--- src/rtl/sscg_pkg.sv ---
package sscg_pkg;

  typedef enum logic [1:0] {
    DEPTH_LO  = 2'd0,
    DEPTH_HI  = 2'd1,
    DEPTH_MID = 2'd2
  } depth_e;

  // Three-level pin code to depth; the redundant code folds onto mid.
  function automatic depth_e decode_sel(input logic [1:0] code);
    case (code)
      2'b00:   decode_sel = DEPTH_LO;
      2'b01:   decode_sel = DEPTH_HI;
      default: decode_sel = DEPTH_MID;
    endcase
  endfunction

endpackage

--- src/rtl/sscg_phase_ctr.sv ---
module sscg_phase_ctr #(
  parameter int PHASE_W = 8
) (
  input  logic               clk,
  input  logic               rst,
  input  logic               run,
  output logic [PHASE_W-1:0] phase_q,
  output logic [PHASE_W-1:0] phase_nxt,
  output logic               wrap_nxt
);

  localparam logic [PHASE_W-1:0] PH_MAX = '1;

  always_comb begin
    wrap_nxt  = run && (phase_q == PH_MAX);
    phase_nxt = run ? phase_q + 1'b1 : '0;
  end

  always_ff @(posedge clk) begin
    if (rst) phase_q <= '0;
    else     phase_q <= phase_nxt;
  end

  // phase advances by one while running
  p_step_r2: assert property (@(posedge clk) disable iff (rst)
    (run && phase_q != PH_MAX) |=> (phase_q == $past(phase_q) + 1'b1));

  // the period closes back at zero
  p_wrap_r2: assert property (@(posedge clk) disable iff (rst)
    (run && phase_q == PH_MAX) |=> (phase_q == '0));

  // phase parked at zero during power-down
  p_park_r7: assert property (@(posedge clk) disable iff (rst)
    !run |=> (phase_q == '0));

endmodule

--- src/rtl/sscg_depth_sel.sv ---
module sscg_depth_sel
  import sscg_pkg::*;
(
  input  logic       clk,
  input  logic       rst,
  input  logic       load,
  input  logic [1:0] sel,
  output depth_e     depth_q,
  output depth_e     depth_nxt
);

  always_comb begin
    depth_nxt = load ? decode_sel(sel) : depth_q;
  end

  always_ff @(posedge clk) begin
    if (rst) depth_q <= DEPTH_MID;
    else     depth_q <= depth_nxt;
  end

  // depth frozen outside a period boundary or power-down
  p_hold_r6: assert property (@(posedge clk) disable iff (rst)
    !load |=> (depth_q == $past(depth_q)));

endmodule

--- src/rtl/sscg_tri_shaper.sv ---
module sscg_tri_shaper
  import sscg_pkg::*;
#(
  parameter int PHASE_W  = 8,
  parameter int OFS_W    = 16,
  parameter int PEAK_LO  = 170,
  parameter int PEAK_HI  = 230,
  parameter int PEAK_MID = 50
) (
  input  logic                    clk,
  input  logic                    rst,
  input  logic [PHASE_W-1:0]      phase_nxt,
  input  depth_e                  depth_nxt,
  output logic signed [OFS_W-1:0] offset_q
);

  localparam int FULL   = 2 ** PHASE_W;
  localparam int TRI_W  = PHASE_W + 1;
  localparam int PROD_W = OFS_W + TRI_W;

  logic [TRI_W-1:0]        tri_w;
  logic [OFS_W-1:0]        peak_w;
  logic [PROD_W-1:0]       prod_w;
  logic [OFS_W-1:0]        mag_w;
  logic signed [OFS_W-1:0] offset_nxt;

  always_comb begin
    if (phase_nxt[PHASE_W-1]) tri_w = TRI_W'(FULL) - {1'b0, phase_nxt};
    else                      tri_w = {1'b0, phase_nxt};
    case (depth_nxt)
      DEPTH_LO: peak_w = OFS_W'(PEAK_LO);
      DEPTH_HI: peak_w = OFS_W'(PEAK_HI);
      default:  peak_w = OFS_W'(PEAK_MID);
    endcase
    prod_w     = PROD_W'(peak_w) * PROD_W'(tri_w);
    mag_w      = OFS_W'(prod_w >> (PHASE_W - 1));
    offset_nxt = -$signed(mag_w);
  end

  always_ff @(posedge clk) begin
    if (rst) offset_q <= '0;
    else     offset_q <= offset_nxt;
  end

  // never above nominal
  p_down_only_r4: assert property (@(posedge clk) disable iff (rst)
    offset_q <= 0);

endmodule

--- src/rtl/sscg_profile.sv ---
module sscg_profile
  import sscg_pkg::*;
#(
  parameter int PHASE_W  = 8,
  parameter int OFS_W    = 16,
  parameter int PEAK_LO  = 170,
  parameter int PEAK_HI  = 230,
  parameter int PEAK_MID = 50
) (
  input  logic                    clk,
  input  logic                    rst,
  input  logic                    pd_n,
  input  logic [1:0]              sel,
  output logic signed [OFS_W-1:0] offset,
  output logic                    ss_oe,
  output logic                    ref_oe
);

  localparam logic [PHASE_W-1:0] PH_HALF = PHASE_W'(2 ** (PHASE_W - 1));

  logic [PHASE_W-1:0] phase_q;
  logic [PHASE_W-1:0] phase_nxt;
  logic               wrap_nxt;
  logic               load;
  depth_e             depth_q;
  depth_e             depth_nxt;
  logic               ss_oe_q;
  logic               ref_oe_q;

  assign load = wrap_nxt || !pd_n;

  sscg_phase_ctr #(.PHASE_W(PHASE_W)) u_ctr (
    .clk       (clk),
    .rst       (rst),
    .run       (pd_n),
    .phase_q   (phase_q),
    .phase_nxt (phase_nxt),
    .wrap_nxt  (wrap_nxt)
  );

  sscg_depth_sel u_dsel (
    .clk       (clk),
    .rst       (rst),
    .load      (load),
    .sel       (sel),
    .depth_q   (depth_q),
    .depth_nxt (depth_nxt)
  );

  sscg_tri_shaper #(
    .PHASE_W  (PHASE_W),
    .OFS_W    (OFS_W),
    .PEAK_LO  (PEAK_LO),
    .PEAK_HI  (PEAK_HI),
    .PEAK_MID (PEAK_MID)
  ) u_shape (
    .clk       (clk),
    .rst       (rst),
    .phase_nxt (phase_nxt),
    .depth_nxt (depth_nxt),
    .offset_q  (offset)
  );

  always_ff @(posedge clk) begin
    if (rst) begin
      ss_oe_q  <= 1'b0;
      ref_oe_q <= 1'b0;
    end else begin
      ss_oe_q  <= pd_n;
      ref_oe_q <= pd_n;
    end
  end

  assign ss_oe  = ss_oe_q;
  assign ref_oe = ref_oe_q;

  logic signed [OFS_W-1:0] peak_chk;
  always_comb begin
    case (depth_q)
      DEPTH_LO: peak_chk = OFS_W'(PEAK_LO);
      DEPTH_HI: peak_chk = OFS_W'(PEAK_HI);
      default:  peak_chk = OFS_W'(PEAK_MID);
    endcase
  end

  // bottom of the triangle hits the full selected depth
  p_peak_r4: assert property (@(posedge clk) disable iff (rst)
    (phase_q == PH_HALF) |-> (offset == -peak_chk));

  // period start sits at nominal
  p_zero_r4: assert property (@(posedge clk) disable iff (rst)
    (phase_q == '0) |-> (offset == '0));

  // power-down quiets the profile and drops both enables
  p_pd_quiet_r7: assert property (@(posedge clk) disable iff (rst)
    !pd_n |=> (offset == '0 && !ss_oe && !ref_oe));

endmodule

--- config.mk ---
export PLATFORM = sky130hd
export DESIGN_NAME = sscg_profile
export DESIGN_NICKNAME = d
export VERILOG_FILES = /design/src/rtl/sscg_pkg.sv /design/src/rtl/sscg_phase_ctr.sv /design/src/rtl/sscg_depth_sel.sv /design/src/rtl/sscg_tri_shaper.sv /design/src/rtl/sscg_profile.sv
export SDC_FILE = /design/constraint.sdc
export NUM_CORES = 1
export LEC_CHECK = 0
export ABC_AREA = 1
export BUFFER_PORTS_ARGS = -buffer_cell sky130_fd_sc_hd__buf_2
export CORE_ASPECT_RATIO = 2
export CORE_MARGIN = 3
export CORE_UTILIZATION = 50
export CTS_BUF_LIST = sky130_fd_sc_hd__clkbuf_2 sky130_fd_sc_hd__clkbuf_4 sky130_fd_sc_hd__clkbuf_8
export CTS_CLUSTER_DIAMETER = 120
export DETAILED_ROUTE_END_ITERATION = 8
export GPL_TIMING_DRIVEN = 0
export PLACE_DENSITY = 0.68
export SLEW_MARGIN = 15
export SYNTH_ARGS = -nofsm -noshare
export SYNTH_HDL_FRONTEND = slang
export SYNTH_SLANG_ARGS = --single-unit
--- constraint.sdc ---
create_clock -name clk -period 11.19 [get_ports clk]
set_clock_uncertainty 0.2 [all_clocks]
set_input_delay 2.238 -clock clk [delete_from_list [all_inputs] [get_ports clk]]
set_output_delay 2.238 -clock clk [all_outputs]
set_load 0.02 [all_outputs]
==> metrics.md <==
| Metric | Value |
|---|---|
| Min Tclk post-route | `8.23 ns` |
| Internal Pwr Total | `145 uW` |
| Class of the worst hold path | `register to register` |
| Sw Ratio | `34.1%` |
| I/O Buffers | `21` |
| Fmax | `121 MHz` |
| Run status | `completed` |
| Clk sinks | `27` |
| Clk Latency, worst-skew pair | `0.28 ns` |
| Met2 Resource Use GR | `45.1%` |
| Static Leakage | `0.00218 uW` |
| R2R setup slack | `4.74 ns` |
| Clk pwr share | `26.5%` |
| Hold Crit Depth | `2` |
| Post-synth top area share | `18.2%` |
| Critical Path RT | `11.18 ns` |
| Seq cells post-synth | `27` |
| Fill cells | `718` |
| Yosys Warn Count | `0` |
| Antenna diode count | `0` |
| Ys async rst share | `0%` |
| CP max stage delay | `0.55 ns` |
| CP top delay family | `adder cells` |
| Reg area | `541 um2` |
| Worst R2R Path Depth | `26` |
| Top FF cell, synth | `dfxtp_1` |
| Final setup fails | `0` |
| Die H | `125 um` |
| CTS tree | `built` |
| Busiest grt layer | `met2` |
| Detailed placer's ending HPWL | `7.39 mm` |
| Rows | `42` |
| CP bufs+invs | `6` |
| Critical path endpoint category | `register` |
| Register area share after synthesis | `15.4%` |
| Crit share post-route | `73.6%` |
| Max-Cap Viols | `0` |
| Sequential share of power | `46.3%` |
| Dominant cell type by area after synthesis | `fa_1` |
| Iter 0 DRT Violations | `98` |
| Slowest-stage cell, CP | `fa_1` |
| Final WL | `8.24 mm` |
| GR Util met1 | `19.2%` |
| Nets | `609` |
| Max clock buf depth | `2` |
| Worst path depth | `28` |
| Worst R2R End | `u_shape.offset_q[14]` |
| Routing usage on met3 | `2.08%` |
| Max VDD drop | `0.0000599 V` |
| DR vias | `3,138` |
| Most frequent cells after synthesis | `132 x nand2_1, 102 x inv_1, 56 x nor2_1` |
| Final hold slack | `0.419 ns` |
| Number of remaining DRC errors | `0` |
| Mapped cell area | `3520 um2` |
| Area growth syn-to-layout | `8.03%` |
| Clk slew on worst S/H paths | `0.10 ns` |
| IO Pins | `23` |
| Setup tns final | `0 ns` |
| Vias in the first global route | `3,359` |
| Setup crit start kind | `primary input` |
| WHS Endpoint | `u_dsel.depth_q[0]` |
| WP data arrival | `8.22 ns` |
| Logic pwr share | `27.2%` |
| Kind of critical path | `primary input to register` |
| CTS H-tree lvls | `1` |
| Gr usage total | `22.1%` |
| Number of flops mapped to enable cells by yosys | `0` |
| DRT Pass-1 Iters | `4` |
| GP Congestion | `0.859` |
| Core Area | `6730 um2` |
| RSZ-0062 raised after global routing | `false` |
| Psw | `75.4 uW` |
| Max-slew headroom | `58.6%` |
| Pins Over Slew Limit | `0` |
| GRT overflow | `0` |
| Layout cells sized above 1 | `12.8%` |
| Crit path from | `pd_n` |
| Avg Cell Area, Syn | `7.04 um2` |
| Synth area leaders | `fa_1 18%, dfxtp_1 15%, ha_1 15%, nand2_1 14%, inv_1 11%` |
| First-pass GRT wire length | `14.2 mm` |
| # Post-CTS Setup Buffers | `0` |
| CTS Buf Count | `3` |
| Post-CTS resize count | `0` |
| Post-Syn Instances | `500` |
| Hold Crit Start | `u_dsel.depth_q[0]` |
| Crit path max fanout | `8` |
| Crit Reg-Reg Startpoint | `u_ctr.phase_q[0]` |
| Initial Utilization | `52.3%` |
| Tightest Pin Transition | `0.619 ns` |
| CTS Hold Bufs | `0` |
| CTS root buf | `clkbuf_8` |
| Largest net degree at the start of global routing | `17` |
| Vias per inst | `5.08` |
| Cell with the most instances after synthesis | `nand2_1` |
| Synth cell types | `37` |
| Die area | `8140 um2` |
| Post-DR wirelength/cell | `13.3 um` |
| Initial antenna violation count | `0` |
| Final Hold Vio Count | `0` |
| CP most frequent cell | `nand2_1` |
| Die Wd | `65.3 um` |
| Antenna Nets Post-Route | `0` |
| Multi-input logic area | `2550 um2` |
| Pwr Density | `58.1 nW/um2` |
flip-flops by register name, summed over array words and instances (netlist names):
signal	count
ref_oe	1
u_dsel.depth_q	2
u_shape.offset_q	16
u_ctr.phase_q	8
layout by cell type (no fill, tap or decap), drive strengths merged, types with 4 or more instances in the layout:
cell / n
fa: 32
nand4: 8
ha: 41
buf: 24
o21ai: 11
nor3: 4
inv: 110
a21oi: 12
nand3: 34
nor2: 65
conb: 7
dfxtp: 27
clkbuf: 4
nand2: 140
power by group through the flow:
stage | clock network [uW] | logic [uW] | registers (uW)
global placement | 0 | 58.6 | 104
global route | 63.2 | 68.2 | 103
CTS | 60.1 | 60.6 | 102
floorplan | 0 | 37.9 | 110
finish | 58.4 | 60.1 | 102
detailed placement | 0 | 60.2 | 105
kinds of logic after synthesis:
| kind of cell | count (synthesis) | share of synthesized area (%) |
|---|---|---|
| fa+ha+maj | 73 | 32.8 |
| flops | 27 | 15.4 |
| simple gates | 254 | 32.5 |
| compound gates | 26 | 4.55 |
| buf+inv | 114 | 12.6 |
| xor+xnor | 4 | 2.06 |
| other cells | 2 | 0.213 |
how the worst max path moves through the flow:
stage                                      end  slack (ns)
after floorplan           u_shape.offset_q[10]        3.62
after global placement    u_shape.offset_q[10]        2.63
after detailed placement  u_shape.offset_q[14]        2.67
after CTS                 u_shape.offset_q[14]        2.95
after global routing      u_shape.offset_q[14]        2.48
final                     u_shape.offset_q[14]        2.96
worst register-to-register path: cells and delay by family (launching register included):
family	cells	cell delay, ns
xor+xnor	1	0.51
simple gates	15	2.13
buf+inv	4	0.39
fa+ha+maj	6	2.80
flops	1	0.34
cell type report:
class | count | share of cell area [%]
multi-input cells | 364 | 67.2
flip-flops and latches | 27 | 14.2
inverters | 110 | 10.9
well taps | 88 | 2.90
repair buffers | 21 | 2.76
clock buffers | 3 | 1.09
plain buffers | 4 | 0.724
clock inverters | 1 | 0.197
metal layers:
layer / part of all wire (%) / up-vias
li1: - / 1574
met1: 31 / 1465
met2: 61 / 61
met3: 2.1 / 38
met4: 5.9 / 0
met5: 0 / -
metrics by stage:
stage	cells	total power [uW]	util, %	worst slack (ns)	cell area (um2)
detailed placement	614	165	55.8	2.67	3750
global placement	614	163	55.8	2.63	3750
finish	618	221	56.5	2.96	3800
CTS	618	223	56.5	2.95	3800
global route	618	234	56.5	2.48	3800
floorplan	505	148	-	3.62	3540
No activity file was read; power rests on OpenSTA's default activity.
